==> src/rtl/pci_ow_pkg.sv <==
package pci_ow_pkg;
  localparam int unsigned AW = 32;

  typedef enum logic [1:0] {
    SP_MEM = 2'b00,
    SP_IO  = 2'b01,
    SP_CFG = 2'b10
  } space_e;

  typedef enum logic [1:0] {
    CP_IDLE = 2'd0,
    CP_ADDR = 2'd1,
    CP_BUSY = 2'd2
  } cfgst_e;

  // mask of the bits a window of 2**lowbits bytes passes through
  function automatic logic [AW-1:0] low_mask(input int unsigned lowbits);
    return (({{(AW-1){1'b0}}, 1'b1}) << lowbits) - 1'b1;
  endfunction

  // high bits from the base, low bits from the local address
  function automatic logic [AW-1:0] splice(input logic [AW-1:0] base,
                                           input logic [AW-1:0] addr,
                                           input int unsigned lowbits);
    return (base & ~low_mask(lowbits)) | (addr & low_mask(lowbits));
  endfunction
endpackage

==> src/rtl/pci_ow_decode.sv <==
module pci_ow_decode
  import pci_ow_pkg::*;
#(
  parameter logic [31:0] MEM_LOCAL = 32'hE000_0000,
  parameter int unsigned MEM_BITS  = 27,
  parameter logic [31:0] IO_LOCAL  = 32'hEEFE_0000,
  parameter int unsigned IO_BITS   = 16,
  parameter logic [31:0] CFG_PORT  = 32'hEEFF_FFFC
) (
  input  logic [AW-1:0] addr,
  output logic          hit_mem,
  output logic          hit_io,
  output logic          hit_cfg,
  output logic          miss
);
  always_comb begin
    hit_mem = (addr >> MEM_BITS) == (MEM_LOCAL >> MEM_BITS);
    hit_io  = (addr >> IO_BITS) == (IO_LOCAL >> IO_BITS);
    hit_cfg = addr[AW-1:2] == CFG_PORT[AW-1:2];
    miss    = !(hit_mem || hit_io || hit_cfg);
  end
endmodule

==> src/rtl/pci_ow_basereg.sv <==
module pci_ow_basereg
  import pci_ow_pkg::*;
#(
  parameter int unsigned MEM_BITS = 27,
  parameter int unsigned IO_BITS  = 16
) (
  input  logic          clk,
  input  logic          rst_n,
  input  logic          we,
  input  logic          sel,
  input  logic [AW-1:0] wdata,
  output logic [AW-1:0] rdata,
  output logic [AW-1:0] mem_base,
  output logic [AW-1:0] io_base
);
  localparam logic [AW-1:0] MEM_KEEP = ~low_mask(MEM_BITS);
  localparam logic [AW-1:0] IO_KEEP  = ~low_mask(IO_BITS);

  always_ff @(posedge clk) begin
    if (!rst_n) begin
      mem_base <= '0;
      io_base  <= '0;
    end else if (we) begin
      if (sel) io_base  <= wdata & IO_KEEP;
      else     mem_base <= wdata & MEM_KEEP;
    end
  end

  assign rdata = sel ? io_base : mem_base;
endmodule

==> src/rtl/pci_ow_cfgport.sv <==
module pci_ow_cfgport
  import pci_ow_pkg::*;
(
  input  logic          clk,
  input  logic          rst_n,
  input  logic          sel,
  input  logic          wr,
  input  logic [AW-1:0] wdata,
  input  logic          done,
  input  logic [AW-1:0] rdata,
  output cfgst_e        state,
  output logic [AW-1:0] addr_q,
  output logic [AW-1:0] data_q,
  output logic          launch
);
  logic rd_pend;

  assign launch = sel && (state == CP_ADDR);

  always_ff @(posedge clk) begin
    if (!rst_n) begin
      state   <= CP_IDLE;
      addr_q  <= '0;
      data_q  <= '0;
      rd_pend <= 1'b0;
    end else begin
      unique case (state)
        CP_IDLE: if (sel && wr) begin
          addr_q <= wdata;
          state  <= CP_ADDR;
        end
        CP_ADDR: if (sel) begin
          rd_pend <= !wr;
          state   <= CP_BUSY;
        end
        CP_BUSY: if (done) begin
          if (rd_pend) data_q <= rdata;
          state <= CP_IDLE;
        end
        default: state <= CP_IDLE;
      endcase
    end
  end
endmodule

==> src/rtl/pci_outwin_xlate.sv <==
module pci_outwin_xlate
  import pci_ow_pkg::*;
#(
  parameter logic [31:0] MEM_LOCAL = 32'hE000_0000,
  parameter int unsigned MEM_BITS  = 27,
  parameter logic [31:0] IO_LOCAL  = 32'hEEFE_0000,
  parameter int unsigned IO_BITS   = 16,
  parameter logic [31:0] CFG_PORT  = 32'hEEFF_FFFC
) (
  input  logic        clk,
  input  logic        rst_n,
  input  logic        reg_we,
  input  logic        reg_sel,
  input  logic [31:0] reg_wdata,
  output logic [31:0] reg_rdata,
  input  logic        loc_valid,
  input  logic        loc_write,
  input  logic [31:0] loc_addr,
  input  logic [31:0] loc_wdata,
  output logic        loc_ready,
  output logic [31:0] loc_rdata,
  output logic        out_req,
  output logic [1:0]  out_space,
  output logic        out_write,
  output logic [31:0] out_addr,
  output logic [31:0] out_wdata,
  input  logic        out_done,
  input  logic [31:0] out_rdata
);
  logic          hit_mem, hit_io, hit_cfg, win_miss;
  logic [AW-1:0] mem_base, io_base;
  logic [AW-1:0] cfg_addr, cfg_data;
  cfgst_e        cfg_state;
  logic [1:0]    cfg_state_w;
  logic          cfg_sel, cfg_launch;
  logic          imm_done, done_now, issue;

  pci_ow_decode #(
    .MEM_LOCAL(MEM_LOCAL), .MEM_BITS(MEM_BITS),
    .IO_LOCAL(IO_LOCAL), .IO_BITS(IO_BITS), .CFG_PORT(CFG_PORT)
  ) u_dec (
    .addr(loc_addr), .hit_mem(hit_mem), .hit_io(hit_io),
    .hit_cfg(hit_cfg), .miss(win_miss)
  );

  pci_ow_basereg #(.MEM_BITS(MEM_BITS), .IO_BITS(IO_BITS)) u_base (
    .clk(clk), .rst_n(rst_n), .we(reg_we), .sel(reg_sel),
    .wdata(reg_wdata), .rdata(reg_rdata),
    .mem_base(mem_base), .io_base(io_base)
  );

  assign done_now = out_req && out_done;
  assign cfg_sel  = loc_valid && hit_cfg && !out_req;

  pci_ow_cfgport u_cfg (
    .clk(clk), .rst_n(rst_n), .sel(cfg_sel), .wr(loc_write),
    .wdata(loc_wdata), .done(done_now), .rdata(out_rdata),
    .state(cfg_state), .addr_q(cfg_addr), .data_q(cfg_data),
    .launch(cfg_launch)
  );

  assign cfg_state_w = cfg_state;

  // accesses finished without a bus cycle
  assign imm_done = !out_req && loc_valid &&
                    (win_miss || (hit_cfg && cfg_state == CP_IDLE));
  // accesses that start a bus cycle
  assign issue    = !out_req && loc_valid && (hit_mem || hit_io || cfg_launch);

  assign loc_ready = imm_done || done_now;
  assign loc_rdata = done_now ? out_rdata :
                     (imm_done && hit_cfg) ? cfg_data : '0;

  always_ff @(posedge clk) begin
    if (!rst_n) begin
      out_req   <= 1'b0;
      out_space <= SP_MEM;
      out_write <= 1'b0;
      out_addr  <= '0;
      out_wdata <= '0;
    end else if (issue) begin
      out_req   <= 1'b1;
      out_write <= loc_write;
      out_wdata <= loc_wdata;
      if (hit_mem) begin
        out_space <= SP_MEM;
        out_addr  <= splice(mem_base, loc_addr, MEM_BITS);
      end else if (hit_io) begin
        out_space <= SP_IO;
        out_addr  <= splice(io_base, loc_addr, IO_BITS);
      end else begin
        out_space <= SP_CFG;
        out_addr  <= cfg_addr;
      end
    end else if (done_now) begin
      out_req <= 1'b0;
    end
  end
endmodule

==> config.mk <==
export PLATFORM = sky130hd
export DESIGN_NAME = pci_outwin_xlate
export DESIGN_NICKNAME = d
export VERILOG_FILES = /design/src/rtl/pci_ow_pkg.sv /design/src/rtl/pci_ow_decode.sv /design/src/rtl/pci_ow_basereg.sv /design/src/rtl/pci_ow_cfgport.sv /design/src/rtl/pci_outwin_xlate.sv
export SDC_FILE = /design/constraint.sdc
export NUM_CORES = 1
export LEC_CHECK = 0
export BUFFER_PORTS_ARGS = -buffer_cell sky130_fd_sc_hd__buf_4
export CAP_MARGIN = 20
export CORE_AREA = 2 2 160 115
export CTS_CLUSTER_DIAMETER = 200
export DETAILED_ROUTE_END_ITERATION = 8
export DIE_AREA = 0 0 162 117
export GPL_ROUTABILITY_DRIVEN = 1
export PLACE_DENSITY_LB_ADDON = 0.12
export SYNTH_ARGS = -nofsm -noshare
export SYNTH_HDL_FRONTEND = slang
export SYNTH_HIERARCHICAL = 1
export SYNTH_SLANG_ARGS = --single-unit
==> constraint.sdc <==
create_clock -name clk -period 3.12 [get_ports clk]
set_clock_uncertainty 0.1 [all_clocks]
set_input_delay 0.624 -clock clk [delete_from_list [all_inputs] [get_ports clk]]
set_output_delay 0.624 -clock clk [all_outputs]
set_load 0.02 [all_outputs]
* Word-level counts from Yosys, hierarchy flattened
Index checks and enable logic that the tools add are counted. Widths: inputs -> output; s select.
Operators by class: equality and inequality tests 8, muxes and demuxes 13, bitwise logic cells 3, reduce and logical (&&, ||, !) cells 26
Operators with widths (number):
- $mux 32 | 5
- $or 32x16->32 | 1
- $or 32x27->32 | 1
- $eq 30x30->1 const B | 1
- $eq 16x16->1 const B | 1
- $logic_and 1x1->1 | 10
- $mux 2 | 5
- $reduce_and 2->1 | 4
- $pmux 2 s3 | 1
- $reduce_and 3->1 | 2
- $eq 5x5->1 const B | 1
- $logic_or 1x1->1 | 5
- $ne 2x1->1 const B | 2
- $logic_not 1->1 | 3
- $eq 2x1->1 const B | 1
- $eq 2x2->1 const B | 1
- $logic_not 2->1 | 1
- $mux 1 | 2
- $ne 2x2->1 const B | 1
- $reduce_bool 2->1 | 1
- $not 1->1 | 1
Storage, ports and cells: register bits after elaboration 156, logic and storage cells 61

* Logic depth before layout (Yosys ltp)
word-level depth 9, mapped depth 11, mapped depth without buffers 8

* Hierarchy
Netlist, hierarchy kept.
By module, submodules not included:
- pci_outwin_xlate | instances 1, cells each 396, area each 3417.0 um^2, seq. area each 1361.3 um^2
- pci_ow_cfgport | instances 1, cells each 293, area each 2740.1 um^2, seq. area each 1341.3 um^2
- pci_ow_basereg | instances 1, cells each 168, area each 1450.1 um^2, seq. area each 420.4 um^2
- pci_ow_decode | instances 1, cells each 15, area each 122.6 um^2, seq. area each 0.0 um^2

* Least setup slack after synthesis
No wires, ideal clock.
kind input port to output port, start input loc_addr[28], end output loc_rdata[10], arrival 1895 ps, required time 2396 ps, path slack 501 ps, stages 6, cell sequence nand4b_4 > nor4_4 > o22ai_1 > o211a_1 > buf_2 > a22o_1
Between the ends: word-level cells in the longest chain between the ends 9, elaborated cells on any way between the ends 12
Ends and longest elaborated chain:
- start, declared | line pci_outwin_xlate.sv:18 | input logic [31:0] loc_addr,
- $eq 16x16->1 or $eq 5x5->1 (tied branches) | line pci_ow_decode.sv:18, pci_ow_decode.sv:17
- $logic_or 1x1->1 | line pci_ow_decode.sv:20 | miss = !(hit_mem || hit_io || hit_cfg);
- $logic_or 1x1->1 (*) | line pci_ow_decode.sv:20
- $logic_not 1->1 (*) | line pci_ow_decode.sv:20
- named net win_miss | line pci_outwin_xlate.sv:30 | logic hit_mem, hit_io, hit_cfg, win_miss;
- $logic_or 1x1->1 (*) | line pci_outwin_xlate.sv:66 | (win_miss || (hit_cfg && cfg_state == CP_IDLE));
- $logic_and 1x1->1 (*) | line pci_outwin_xlate.sv:65 | assign imm_done = !out_req && loc_valid &&
- $logic_and 1x1->1 (*) | line pci_outwin_xlate.sv:72 | (imm_done && hit_cfg) ? cfg_data : '0;
- $mux 32 (*) | line pci_outwin_xlate.sv:72
- $mux 32 (*) | line pci_outwin_xlate.sv:71 | assign loc_rdata = done_now ? out_rdata :
- end, declared | line pci_outwin_xlate.sv:21 | output logic [31:0] loc_rdata,
The timed path passes the listed nets; every way through them passes the cells marked *.

* Worst setup path in the final report
start input loc_addr[15], end output loc_rdata[12]
Between the ends: word-level cells in the longest chain between the ends 8, elaborated cells on any way between the ends 9
Ends and longest elaborated chain:
- $eq 30x30->1 | line pci_ow_decode.sv:19 | hit_cfg = addr[AW-1:2] == CFG_PORT[AW-1:2];
- $logic_or 1x1->1 | line pci_ow_decode.sv:20
- $logic_not 1->1 | line pci_ow_decode.sv:20
- named net win_miss | line pci_outwin_xlate.sv:30
- $logic_or 1x1->1 | line pci_outwin_xlate.sv:66
- $logic_and 1x1->1 | line pci_outwin_xlate.sv:65
- $logic_and 1x1->1 | line pci_outwin_xlate.sv:72
- $mux 32 | line pci_outwin_xlate.sv:72
- $mux 32 | line pci_outwin_xlate.sv:71
The timed path passes the listed nets, and every way through them passes these cells.

==> impl_metrics.xml <==
<?xml version="1.0" encoding="UTF-8"?>
<metrics>
  <group name="run_status">
    <metric name="run_status" unit="">completed</metric>
  </group>
  <group name="clocking">
    <metric name="cts_made_buffers" unit="">17</metric>
    <metric name="h-tree-depth" unit="">4</metric>
    <metric name="cts_root_buf" unit="">sky130_fd_sc_hd__clkbuf_16</metric>
    <metric name="register_clock_pin_slew_on_the_reported_worst_setup_and_hold_paths" unit="ns">0.07</metric>
    <metric name="cts_post_setup_buffers_inserted" unit="">0</metric>
    <metric name="number_of_sinks_driven_by_the_clock_tree" unit="">156</metric>
    <metric name="clk_buf_depth" unit="">2</metric>
    <metric name="cts_hold_buffers" unit="">0</metric>
    <metric name="worst_skew_pair.late_latency" unit="ns">0.42</metric>
    <metric name="cts_tree" unit="">yes</metric>
  </group>
  <group name="detailed_routing">
    <metric name="detail_route.vias_per_cell" unit="">5.21</metric>
    <metric name="drtAntennaViolNets" unit="">0</metric>
    <metric name="wl" unit="mm">21.8</metric>
    <metric name="drc" unit="">0</metric>
    <metric name="dr.first_iter.drc_count" unit="">388</metric>
    <metric name="via_count" unit="">6659</metric>
    <metric name="firstDrtPassIters" unit="">5</metric>
    <metric name="drt-wirelength-per-cell" unit="um">17.0</metric>
  </group>
  <group name="placed_design">
    <metric name="dpl_cell_area" unit="um^2">9230</metric>
    <metric name="place.port_buffers" unit="">235</metric>
    <metric name="worst_slack_after_detailed_placement" unit="ns">-0.0797</metric>
    <metric name="routabilityCongestion" unit="">0.814</metric>
    <metric name="post-dp-hpwl" unit="mm">15.0</metric>
  </group>
  <group name="worst_setup_path">
    <metric name="reg2reg_from" unit="">out_req$_SDFFE_PN0P_</metric>
    <metric name="rr_worst_depth" unit="">5</metric>
    <metric name="r2r_slack" unit="ns">0.98</metric>
    <metric name="data_required_time_of_the_critical_path" unit="ns">2.40</metric>
    <metric name="critPathMaxFanout" unit="">32</metric>
    <metric name="crit_arrival" unit="ns">2.30</metric>
    <metric name="worstSetupEndpointType" unit="">output pin</metric>
    <metric name="startpoint_type" unit="">primary input</metric>
    <metric name="startpoint" unit="">loc_addr[15]</metric>
    <metric name="path_class" unit="">in2out</metric>
    <metric name="regToRegEndpoint" unit="">u_cfg/data_q[3]$_SDFFE_PN0P_</metric>
  </group>
  <group name="global_routing">
    <metric name="grt_max_degree" unit="">111</metric>
    <metric name="grt_pass1_wl" unit="mm">33.3</metric>
    <metric name="grt_util_all_layers" unit="%">22.3</metric>
    <metric name="number_of_global_route_vias_before_repair" unit="">6064</metric>
    <metric name="grt_antenna_before_repair" unit="">0</metric>
    <metric name="globalRouteOverflowTotal" unit="">0</metric>
  </group>
  <group name="floorplanning">
    <metric name="placeableCoreArea" unit="um^2">17500</metric>
    <metric name="pin_count" unit="">268</metric>
    <metric name="die_w" unit="um">162</metric>
    <metric name="die-height" unit="um">117</metric>
    <metric name="initial_utilization" unit="%">42.2</metric>
    <metric name="placement_rows" unit="">41</metric>
    <metric name="dieArea" unit="um^2">19000</metric>
  </group>
  <group name="run">
    <metric name="drv_cap" unit="">0</metric>
  </group>
  <group name="layout">
    <metric name="num-nets-final" unit="">1164</metric>
    <metric name="finalInstanceArea" unit="um^2">9840</metric>
    <metric name="seq_area" unit="um^2">3120</metric>
    <metric name="n_fill_cell" unit="">1646</metric>
    <metric name="multi_input_area" unit="um^2">3760</metric>
    <metric name="area_growth_syn_to_layout" unit="%">32.8</metric>
    <metric name="post_route_cells_drive_above_1_share" unit="%">33.1</metric>
    <metric name="final_core_util" unit="%">56.1</metric>
    <metric name="n_antenna_cell" unit="">0</metric>
  </group>
  <group name="sta">
    <metric name="fin_hold_ws" unit="ns">0.343</metric>
    <metric name="grt_setup_unrepaired" unit="">no</metric>
    <metric name="finalWorstPathRequiredPeriod" unit="ns">3.02</metric>
    <metric name="postLayoutSetupSlackWorst" unit="ns">0.0959</metric>
    <metric name="post-route-period-util" unit="%">96.9</metric>
    <metric name="tns" unit="ns">0</metric>
    <metric name="final_setup_fails" unit="">0</metric>
    <metric name="relSlewSlack" unit="%">56.3</metric>
    <metric name="maxSlewViolCount" unit="">0</metric>
    <metric name="final-hold-violation-count" unit="">0</metric>
    <metric name="tightest_slew" unit="ns">0.655</metric>
    <metric name="clock.fmax" unit="MHz">331</metric>
  </group>
  <group name="synth">
    <metric name="synth_warnings" unit="">6</metric>
    <metric name="avg_cell_area_syn" unit="um^2">8.93</metric>
    <metric name="synthesis.area" unit="um^2">7410</metric>
    <metric name="synth_cells" unit="">829</metric>
  </group>
  <group name="worst_hold_path">
    <metric name="min_path_cells" unit="">3</metric>
    <metric name="timing.hold.worst.start" unit="">reg_wdata[26]</metric>
    <metric name="worst_hold_endpoint" unit="">u_base/io_base[26]$_SDFFE_PN0P_</metric>
    <metric name="timing.hold.worst.class" unit="">in2reg</metric>
  </group>
  <group name="power">
    <metric name="static-leakage-power" unit="uW">0.00393</metric>
    <metric name="worst_ir_drop_vdd" unit="V">0.000278</metric>
    <metric name="power.density_cell_area" unit="nW/um^2">458</metric>
  </group>
</metrics>
==> metrics by stage <==
| stage | instances | power (uW) |
|---|---|---|
| 2_1_floorplan | 844 | 2270 |
| 6_report | 1278 | 4510 |
| 3_5_place_dp | 1246 | 2460 |
| 5_1_grt | 1278 | 4650 |
| 4_1_cts | 1278 | 4540 |
| 3_3_place_gp | 1246 | 2460 |
==> worst max-delay path: stages <==
cell	delay, ns
sky130_fd_sc_hd__buf_4	0.09
sky130_fd_sc_hd__nand4_1	0.15
sky130_fd_sc_hd__nor4_4	0.36
sky130_fd_sc_hd__buf_4	0.17
sky130_fd_sc_hd__o22ai_1	0.10
sky130_fd_sc_hd__o211a_1	0.25
sky130_fd_sc_hd__buf_12	0.17
sky130_fd_sc_hd__a22o_1	0.20
sky130_fd_sc_hd__buf_4	0.16
==> area by class of cell <==
class | count | area share (%)
Multi-Input combinational cell | 591 | 38.3
Sequential cell | 156 | 31.7
Timing Repair Buffer | 262 | 20.9
Clock buffer | 20 | 4.64
Tap cell | 236 | 3.00
Clock inverter | 12 | 1.40
Inverter | 1 | 0.0381
==> where the power goes <==
| part | switching, uW | internal, uW |
|---|---|---|
| clock | 865 | 1230 |
| combinational | 223 | 167 |
| sequential | 12.5 | 2010 |
| total | 1100 | 3400 |
==> what timing repair did <==
item	in CTS	in global routing
resized for setup	1	1
endpoints found under the hold margin	0	0
endpoints found under the setup margin	32	32
pin swaps	0	2
==> cell usage in the layout, fill, tap and decap left out, types with 3 or more instances in the layout <==
cell,n
sky130_fd_sc_hd__nand3b_1,3
sky130_fd_sc_hd__a22o_1,32
sky130_fd_sc_hd__buf_12,7
sky130_fd_sc_hd__and2_1,14
sky130_fd_sc_hd__a311oi_1,16
sky130_fd_sc_hd__a21oi_1,53
sky130_fd_sc_hd__dfxtp_1,156
sky130_fd_sc_hd__nand4_1,16
sky130_fd_sc_hd__nand3_1,24
sky130_fd_sc_hd__mux2i_1,90
sky130_fd_sc_hd__nand3_2,11
sky130_fd_sc_hd__mux2_1,5
sky130_fd_sc_hd__nor2_1,3
sky130_fd_sc_hd__buf_4,254
sky130_fd_sc_hd__o22ai_1,17
sky130_fd_sc_hd__mux2_2,16
sky130_fd_sc_hd__o21ai_2,10
sky130_fd_sc_hd__nand2_1,186
sky130_fd_sc_hd__conb_1,16
sky130_fd_sc_hd__clkbuf_16,17
sky130_fd_sc_hd__clkinvlp_4,5
sky130_fd_sc_hd__o21ai_0,52
==> routing by layer <==
metal  part of all wire (%)  routed length [um]  global-route usage, %  vias to the layer above
met5                      0                   0                      0                        -
met1                     49               10700                   33.1                     3135
met2                     42                9100                   31.3                      230
met4                   0.83                 180                   5.49                        0
li1                       -                   -                      -                     3279
met3                    8.0                1740                   6.84                       15
==> sequential cells by signal, indices dropped and copies added (netlist names) <==
register,flops
out_wdata,32
out_space,2
out_addr,32
out_write,1
u_cfg/rd_pend,1
u_base/mem_base,5
u_cfg/data_q,32
out_req,1
u_cfg/addr_q,32
u_cfg/state,2
u_base/io_base,16
==> how the worst max path moves through the flow <==
stage	to	slack, ns	depth (start not counted)
2_1_floorplan	loc_rdata[10]	0.50	6
3_3_place_gp	loc_rdata[27]	-0.13	9
3_5_place_dp	loc_rdata[12]	-0.08	9
4_1_cts	loc_rdata[12]	0.02	9
6_report	loc_rdata[12]	0.1	9
5_1_grt	loc_rdata[3]	0.02	9
No activity file was read; power rests on OpenSTA's default activity.
